File: config.mk
export PLATFORM = sky130hd
export DESIGN_NAME = bank_row_tracker
export DESIGN_NICKNAME = d
export VERILOG_FILES = /design/src/rtl/brt_pkg.sv /design/src/rtl/brt_cmd_decode.sv /design/src/rtl/brt_bank_slice.sv /design/src/rtl/brt_query.sv /design/src/rtl/bank_row_tracker.sv
export SDC_FILE = /design/constraint.sdc
export NUM_CORES = 1
export LEC_CHECK = 0
export CAP_MARGIN = 5
export CORE_MARGIN = 1
export CORE_UTILIZATION = 45
export CTS_CLUSTER_DIAMETER = 100
export DETAILED_ROUTE_END_ITERATION = 10
export PLACE_DENSITY = 0.69
export SETUP_SLACK_MARGIN = 0.05
export SLEW_MARGIN = 40
export SYNTH_ARGS = -nofsm -noshare
export SYNTH_HDL_FRONTEND = slang
export SYNTH_SLANG_ARGS = --single-unit
File: constraint.sdc
create_clock -name clk -period 12.3 [get_ports clk]
set_clock_uncertainty 0.15 [all_clocks]
set_input_delay 3.69 -clock clk [delete_from_list [all_inputs] [get_ports clk]]
set_output_delay 3.69 -clock clk [all_outputs]
set_load 0.03 [all_outputs]
File: src/rtl/brt_pkg.sv
package brt_pkg;

    typedef enum logic [2:0] {
        CMD_IDLE,
        CMD_ACT,
        CMD_RD,
        CMD_PRE,
        CMD_MISC
    } cmd_e;

    typedef enum logic [1:0] {
        QRY_IDLE     = 2'd0,
        QRY_HIT      = 2'd1,
        QRY_CONFLICT = 2'd2
    } qry_e;

endpackage

File: src/rtl/brt_cmd_decode.sv
module brt_cmd_decode
    import brt_pkg::*;
(
    input  logic cs_n,
    input  logic ras_n,
    input  logic cas_n,
    input  logic we_n,
    output cmd_e cmd
);

    always_comb begin
        if (cs_n) begin
            cmd = CMD_IDLE;
        end else begin
            unique case ({ras_n, cas_n, we_n})
                3'b111:  cmd = CMD_IDLE;
                3'b011:  cmd = CMD_ACT;
                3'b101:  cmd = CMD_RD;
                3'b010:  cmd = CMD_PRE;
                default: cmd = CMD_MISC;
            endcase
        end
    end

endmodule

File: src/rtl/brt_bank_slice.sv
module brt_bank_slice
    import brt_pkg::*;
#(
    parameter int ROW_W     = 13,
    parameter int BURST_LEN = 4
) (
    input  logic             clk,
    input  logic             rst_n,
    input  cmd_e             cmd,
    input  logic             sel,
    input  logic             a10,
    input  logic [ROW_W-1:0] row_in,
    output logic             open_o,
    output logic [ROW_W-1:0] row_o,
    output logic             illegal_o
);

    localparam int CNT_MAX = BURST_LEN / 2;
    localparam int CNT_W   = $clog2(CNT_MAX + 1);

    typedef struct packed {
        logic             open;
        logic [ROW_W-1:0] row;
        logic [CNT_W-1:0] cnt;
    } slice_t;

    slice_t st_d, st_q;
    logic   illegal_d;

    always_comb begin
        st_d      = st_q;
        illegal_d = 1'b0;

        // pending auto-close countdown runs regardless of the new command
        if (st_q.cnt != '0) begin
            st_d.cnt = st_q.cnt - CNT_W'(1);
            if (st_q.cnt == CNT_W'(1)) begin
                st_d.open = 1'b0;
            end
        end

        unique case (cmd)
            CMD_ACT: begin
                if (sel) begin
                    if (st_q.open) begin
                        illegal_d = 1'b1;
                    end else begin
                        st_d.open = 1'b1;
                        st_d.row  = row_in;
                        st_d.cnt  = '0;
                    end
                end
            end
            CMD_RD: begin
                if (sel) begin
                    if (!st_q.open) begin
                        illegal_d = 1'b1;
                    end else if (a10 && st_q.cnt == '0) begin
                        st_d.cnt = CNT_W'(CNT_MAX);
                    end
                end
            end
            CMD_PRE: begin
                if (sel || a10) begin
                    st_d.open = 1'b0;
                    st_d.cnt  = '0;
                end
            end
            default: ;
        endcase
    end

    always_ff @(posedge clk) begin
        if (!rst_n) begin
            st_q <= '0;
        end else begin
            st_q <= st_d;
        end
    end

    assign open_o    = st_q.open;
    assign row_o     = st_q.row;
    assign illegal_o = illegal_d;

endmodule

File: src/rtl/brt_query.sv
module brt_query
    import brt_pkg::*;
#(
    parameter int NUM_BANKS = 4,
    parameter int ROW_W     = 13,
    localparam int BA_W     = $clog2(NUM_BANKS)
) (
    input  logic [NUM_BANKS-1:0]            open_vec,
    input  logic [NUM_BANKS-1:0][ROW_W-1:0] rows,
    input  logic [BA_W-1:0]                 qry_bank,
    input  logic [ROW_W-1:0]                qry_row,
    output qry_e                            status
);

    always_comb begin
        if (!open_vec[qry_bank]) begin
            status = QRY_IDLE;
        end else if (rows[qry_bank] == qry_row) begin
            status = QRY_HIT;
        end else begin
            status = QRY_CONFLICT;
        end
    end

endmodule

File: src/rtl/bank_row_tracker.sv
module bank_row_tracker
    import brt_pkg::*;
#(
    parameter int NUM_BANKS = 4,
    parameter int ROW_W     = 13,
    parameter int BURST_LEN = 4,
    localparam int BA_W     = $clog2(NUM_BANKS)
) (
    input  logic                 clk,
    input  logic                 rst_n,
    input  logic                 cs_n,
    input  logic                 ras_n,
    input  logic                 cas_n,
    input  logic                 we_n,
    input  logic [BA_W-1:0]      ba,
    input  logic [ROW_W-1:0]     addr,
    input  logic [BA_W-1:0]      qry_bank,
    input  logic [ROW_W-1:0]     qry_row,
    output logic [1:0]           qry_status,
    output logic [NUM_BANKS-1:0] bank_open,
    output logic                 cmd_err
);

    typedef struct packed {
        logic err;
    } top_t;

    cmd_e                            cmd;
    logic [NUM_BANKS-1:0]            illegal_vec;
    logic [NUM_BANKS-1:0][ROW_W-1:0] row_vec;
    qry_e                            qst;
    top_t                            top_d, top_q;

    brt_cmd_decode u_dec (
        .cs_n  (cs_n),
        .ras_n (ras_n),
        .cas_n (cas_n),
        .we_n  (we_n),
        .cmd   (cmd)
    );

    for (genvar g = 0; g < NUM_BANKS; g++) begin : g_bank
        brt_bank_slice #(
            .ROW_W     (ROW_W),
            .BURST_LEN (BURST_LEN)
        ) u_slice (
            .clk       (clk),
            .rst_n     (rst_n),
            .cmd       (cmd),
            .sel       (ba == BA_W'(g)),
            .a10       (addr[10]),
            .row_in    (addr),
            .open_o    (bank_open[g]),
            .row_o     (row_vec[g]),
            .illegal_o (illegal_vec[g])
        );
    end

    brt_query #(
        .NUM_BANKS (NUM_BANKS),
        .ROW_W     (ROW_W)
    ) u_qry (
        .open_vec (bank_open),
        .rows     (row_vec),
        .qry_bank (qry_bank),
        .qry_row  (qry_row),
        .status   (qst)
    );

    always_comb begin
        top_d     = top_q;
        top_d.err = |illegal_vec;
    end

    always_ff @(posedge clk) begin
        if (!rst_n) begin
            top_q <= '0;
        end else begin
            top_q <= top_d;
        end
    end

    assign cmd_err    = top_q.err;
    assign qry_status = qst;

endmodule

==> impl_metrics.py <==
metrics = {
    "global_route": {
        "overflow": 0,
        "grt_usage_pct": 20.4,
        "grt_max_degree": 40,
        "grt_pass1_vias": 2280,
        "grt_pass1_wl_um": 11100,
        "antenna_found_initial": 0,
    },
    "placed_design": {
        "dp_slack_ns": 1.49,
        "postPlaceCellArea_um2": 3440,
        "dp_hpwl_um": 4420,
        "numPortBuffers": 42,
        "routabilityCongestion": 0.841,
    },
    "timing": {
        "fin_setup_tns_ns": 0,
        "setup_slack_ns": 2.15,
        "period_needed_ns": 10.15,
        "slew_headroom_pct": 59.3,
        "timing.final.crit_share_pct": 82.5,
        "hold_violations": 0,
        "finalMaxSlewViolations": 0,
        "fmaxAchievable_mhz": 98.5,
        "final-setup-viol-count": 0,
        "tightest_slew_ns": 0.607,
        "rsz0062_at_grt": "false",
    },
    "status": {
        "violations": "DRC",
        "status": "finished, violations left",
    },
    "layout": {
        "stdcell_area_um2": 3630,
        "area_delta_synth_final_pct": 20.0,
        "multiInputGateArea_um2": 1590,
        "regArea_um2": 1300,
        "fin_util_pct": 56.5,
        "diodes": 0,
        "num-nets-final": 376,
        "nFillCells": 574,
        "drive_above_1_share_pct": 12.2,
    },
    "synth": {
        "synth_top_family_by_area": "multiplexers",
        "synth-seq-cells": 65,
        "synth-compound-area-share_pct": 6.54,
        "syn_nets": 345,
        "syn_avg_cell_area_um2": 9.78,
        "synthCells": 309,
        "synth-simple-area-share_pct": 17.2,
        "synthMuxAreaShare_pct": 23.9,
        "netlist_area_um2": 3020,
        "yosys_warnings": 0,
        "synth_xor_xnor_area_share_pct": 4.35,
        "yosysSeqAreaShare_pct": 43.0,
        "synth_fa_ha_area_share_pct": 0,
        "synth.distinct_cells": 35,
    },
    "floorplanning": {
        "core_um2": 6420,
        "design.portCount": 43,
        "die_y_um": 84.0,
        "start_util_pct": 47.1,
        "dieArea_um2": 7050,
        "row_count": 29,
        "fp.dieW_um": 84.0,
    },
    "clock_network": {
        "clk_pin_slew_worst_paths_ns": 0.07,
        "cts_root_buffer": "clkbuf_8",
        "cts-htree-levels": 3,
        "cts_resized": 0,
        "cts_setup_buffers": 0,
        "cts_hold_buf": 0,
        "numCtsBuffers": 9,
        "cts_sinks": 65,
        "insertion_delay_ns": 0.34,
        "cts_tree": "done",
        "cts.path.max_buffers": 2,
    },
    "pwr": {
        "power.switching_mw": 0.0997,
        "p_clk_share_pct": 40.6,
        "power_mw": 0.419,
        "internal_power_mw": 0.320,
        "powerDensity_nw_per_um2": 116,
        "power_frac_comb_pct": 8.7,
        "p_seq_share_pct": 50.8,
        "peakVddDrop_uv": 77.6,
        "p_leak_nw": 1.41,
        "p_sw_share_pct": 23.8,
    },
    "worst_setup_path": {
        "crit_chain": "buf_2, mux4_2, xor2_1, or4_4, nor4b_2, clkdlybuf4s50_1",
        "cp_slowest_stage_delay_ns": 0.70,
        "crit_fanout": 16,
        "criticalPathCategory": "primary input to output port",
        "cp.arrival_ns": 6.31,
        "critical-path-top-delay-family": "buffers and inverters",
        "crit_required_ns": 8.46,
        "start_kind": "primary input",
        "cp_slowest_cell": "clkdlybuf4s50_1",
        "path_buf_inv": 2,
        "critPathCaptureType": "output port",
    },
    "worst_hold_path": {
        "worstHoldPathType": "flop to flop",
    },
    "drt": {
        "ant_nets": 0,
        "vias": 2293,
        "first_pass_iters": 7,
        "avgRoutedWirePerCell_um": 15.6,
        "drc": 4,
        "viasPerCell": 5.43,
        "totalWireLength_um": 6570,
        "drtIter0Drc": 128,
    },
    "run": {
        "cap_violations": 0,
    },
}
==> cells by family (layout without fill, tap and decap cells) <==
logic type	after synthesis	count (layout)
compound gates	33	33
xor+xnor	15	15
buf+inv	30	66
flops	65	65
mux	56	56
simple gates	110	110
==> power by group through the flow <==
stage	Sequential, mW	Clock [mW]	Combinational (mW)
after floorplan	0.217	0	0.0192
after global placement	0.218	0	0.0363
after detailed placement	0.218	0	0.0364
after CTS	0.213	0.175	0.0365
after global routing	0.213	0.184	0.0393
final	0.213	0.170	0.0363
==> worst paths after layout <==
| check | start | to | slack [ns] | cells after the start |
|---|---|---|---|---|
| worst max-delay path | qry_bank[1] | qry_status[0] | 2.15 | 6 |
| worst min register to register | g_bank[0].u_slice.row_o[5] | g_bank[0].u_slice.row_o[5] | 0.30 | 2 |
| worst max register to register | g_bank[3].u_slice.open_o | g_bank[3].u_slice.row_o[10] | 10.47 | 4 |
| worst min-delay path | g_bank[0].u_slice.row_o[5] | g_bank[0].u_slice.row_o[5] | 0.30 | 2 |
==> layout by cell type (no fill, tap or decap), types with 3 or more instances in the layout <==
master and n:
a21oi_1 18, buf_4 3, clkbuf_8 12, clkdlybuf4s50_1 40, dfxtp_1 65, inv_1 5, mux2i_1 43, mux4_2 13
nand2_1 32, nand2b_1 5, nand4_1 4, nor2_1 47, nor3_1 3, nor3b_1 5, o21ai_0 4, xnor2_1 10
xor2_1 5
==> sequential cells by signal, summed over array words and instances, names as in the netlist <==
| signal | flops |
|---|---|
| g_bank.u_slice.row_o | 52 |
| g_bank.u_slice.st_q | 8 |
| g_bank.u_slice.open_o | 4 |
| cmd_err | 1 |
==> layer usage <==
| layer | track usage (%) | routed length, µm | vias to the layer above |
|---|---|---|---|
| li1 | - | - | 1138 |
| met1 | 26.2 | 2960 | 1084 |
| met2 | 32.4 | 3150 | 58 |
| met3 | 4.95 | 320 | 13 |
| met4 | 9.40 | 137 | 0 |
| met5 | 0 | 0 | - |
==> metrics by stage <==
| step | instances | hold WS, ns |
|---|---|---|
| after global placement | 406 | 0.291 |
| after detailed placement | 406 | 0.298 |
| after global routing | 422 | 0.320 |
| after CTS | 422 | 0.308 |
| after floorplan | 309 | 0.283 |
| final | 422 | 0.305 |
==> synth_stat cells (all sizes together) <==
| cell | n | area [µm²] |
|---|---|---|
| or3 | 3 | 18.8 |
| o221ai | 2 | 17.5 |
| nor4b | 3 | 32.5 |
| nand3b | 1 | 7.51 |
| nor2b | 2 | 12.5 |
| nand2 | 32 | 120 |
| o32a | 1 | 10.0 |
| inv | 5 | 18.8 |
| nor4 | 1 | 6.26 |
| o22a | 1 | 8.76 |
| a21oi | 18 | 90.1 |
| o31a | 1 | 8.76 |
| clkbuf | 14 | 52.6 |
| xor2 | 5 | 43.8 |
| xnor2 | 10 | 87.6 |
| mux4 | 13 | 293 |
| a31oi | 2 | 12.5 |
| nand4 | 4 | 25.0 |
| nor3b | 5 | 37.5 |
| nor3 | 4 | 25.0 |
| nor2 | 47 | 176 |
| mux2i | 43 | 430 |
| nand2b | 5 | 31.3 |
| o22ai | 2 | 12.5 |
| o21ai | 4 | 20.0 |
| or3b | 1 | 8.76 |
| a32oi | 2 | 17.5 |
| buf | 11 | 77.6 |
| or4 | 2 | 18.8 |
| dfxtp | 65 | 1300 |
==> worst reg2reg max path: stages (launching register included) <==
cell	delay, ns
dfxtp_1	0.38
nor3_2	0.56
buf_4	0.35
mux2i_1	0.22
nor2_1	0.05
==> cell type report <==
cell class	instances	area share [%]
clock buffers	12	4.55
clock inverters	4	0.724
inverters	5	0.517
multi-input cells	214	43.8
flip-flops and latches	65	35.9
well taps	77	2.66
repair buffers	45	11.9
No activity file was read; power rests on OpenSTA's default activity.
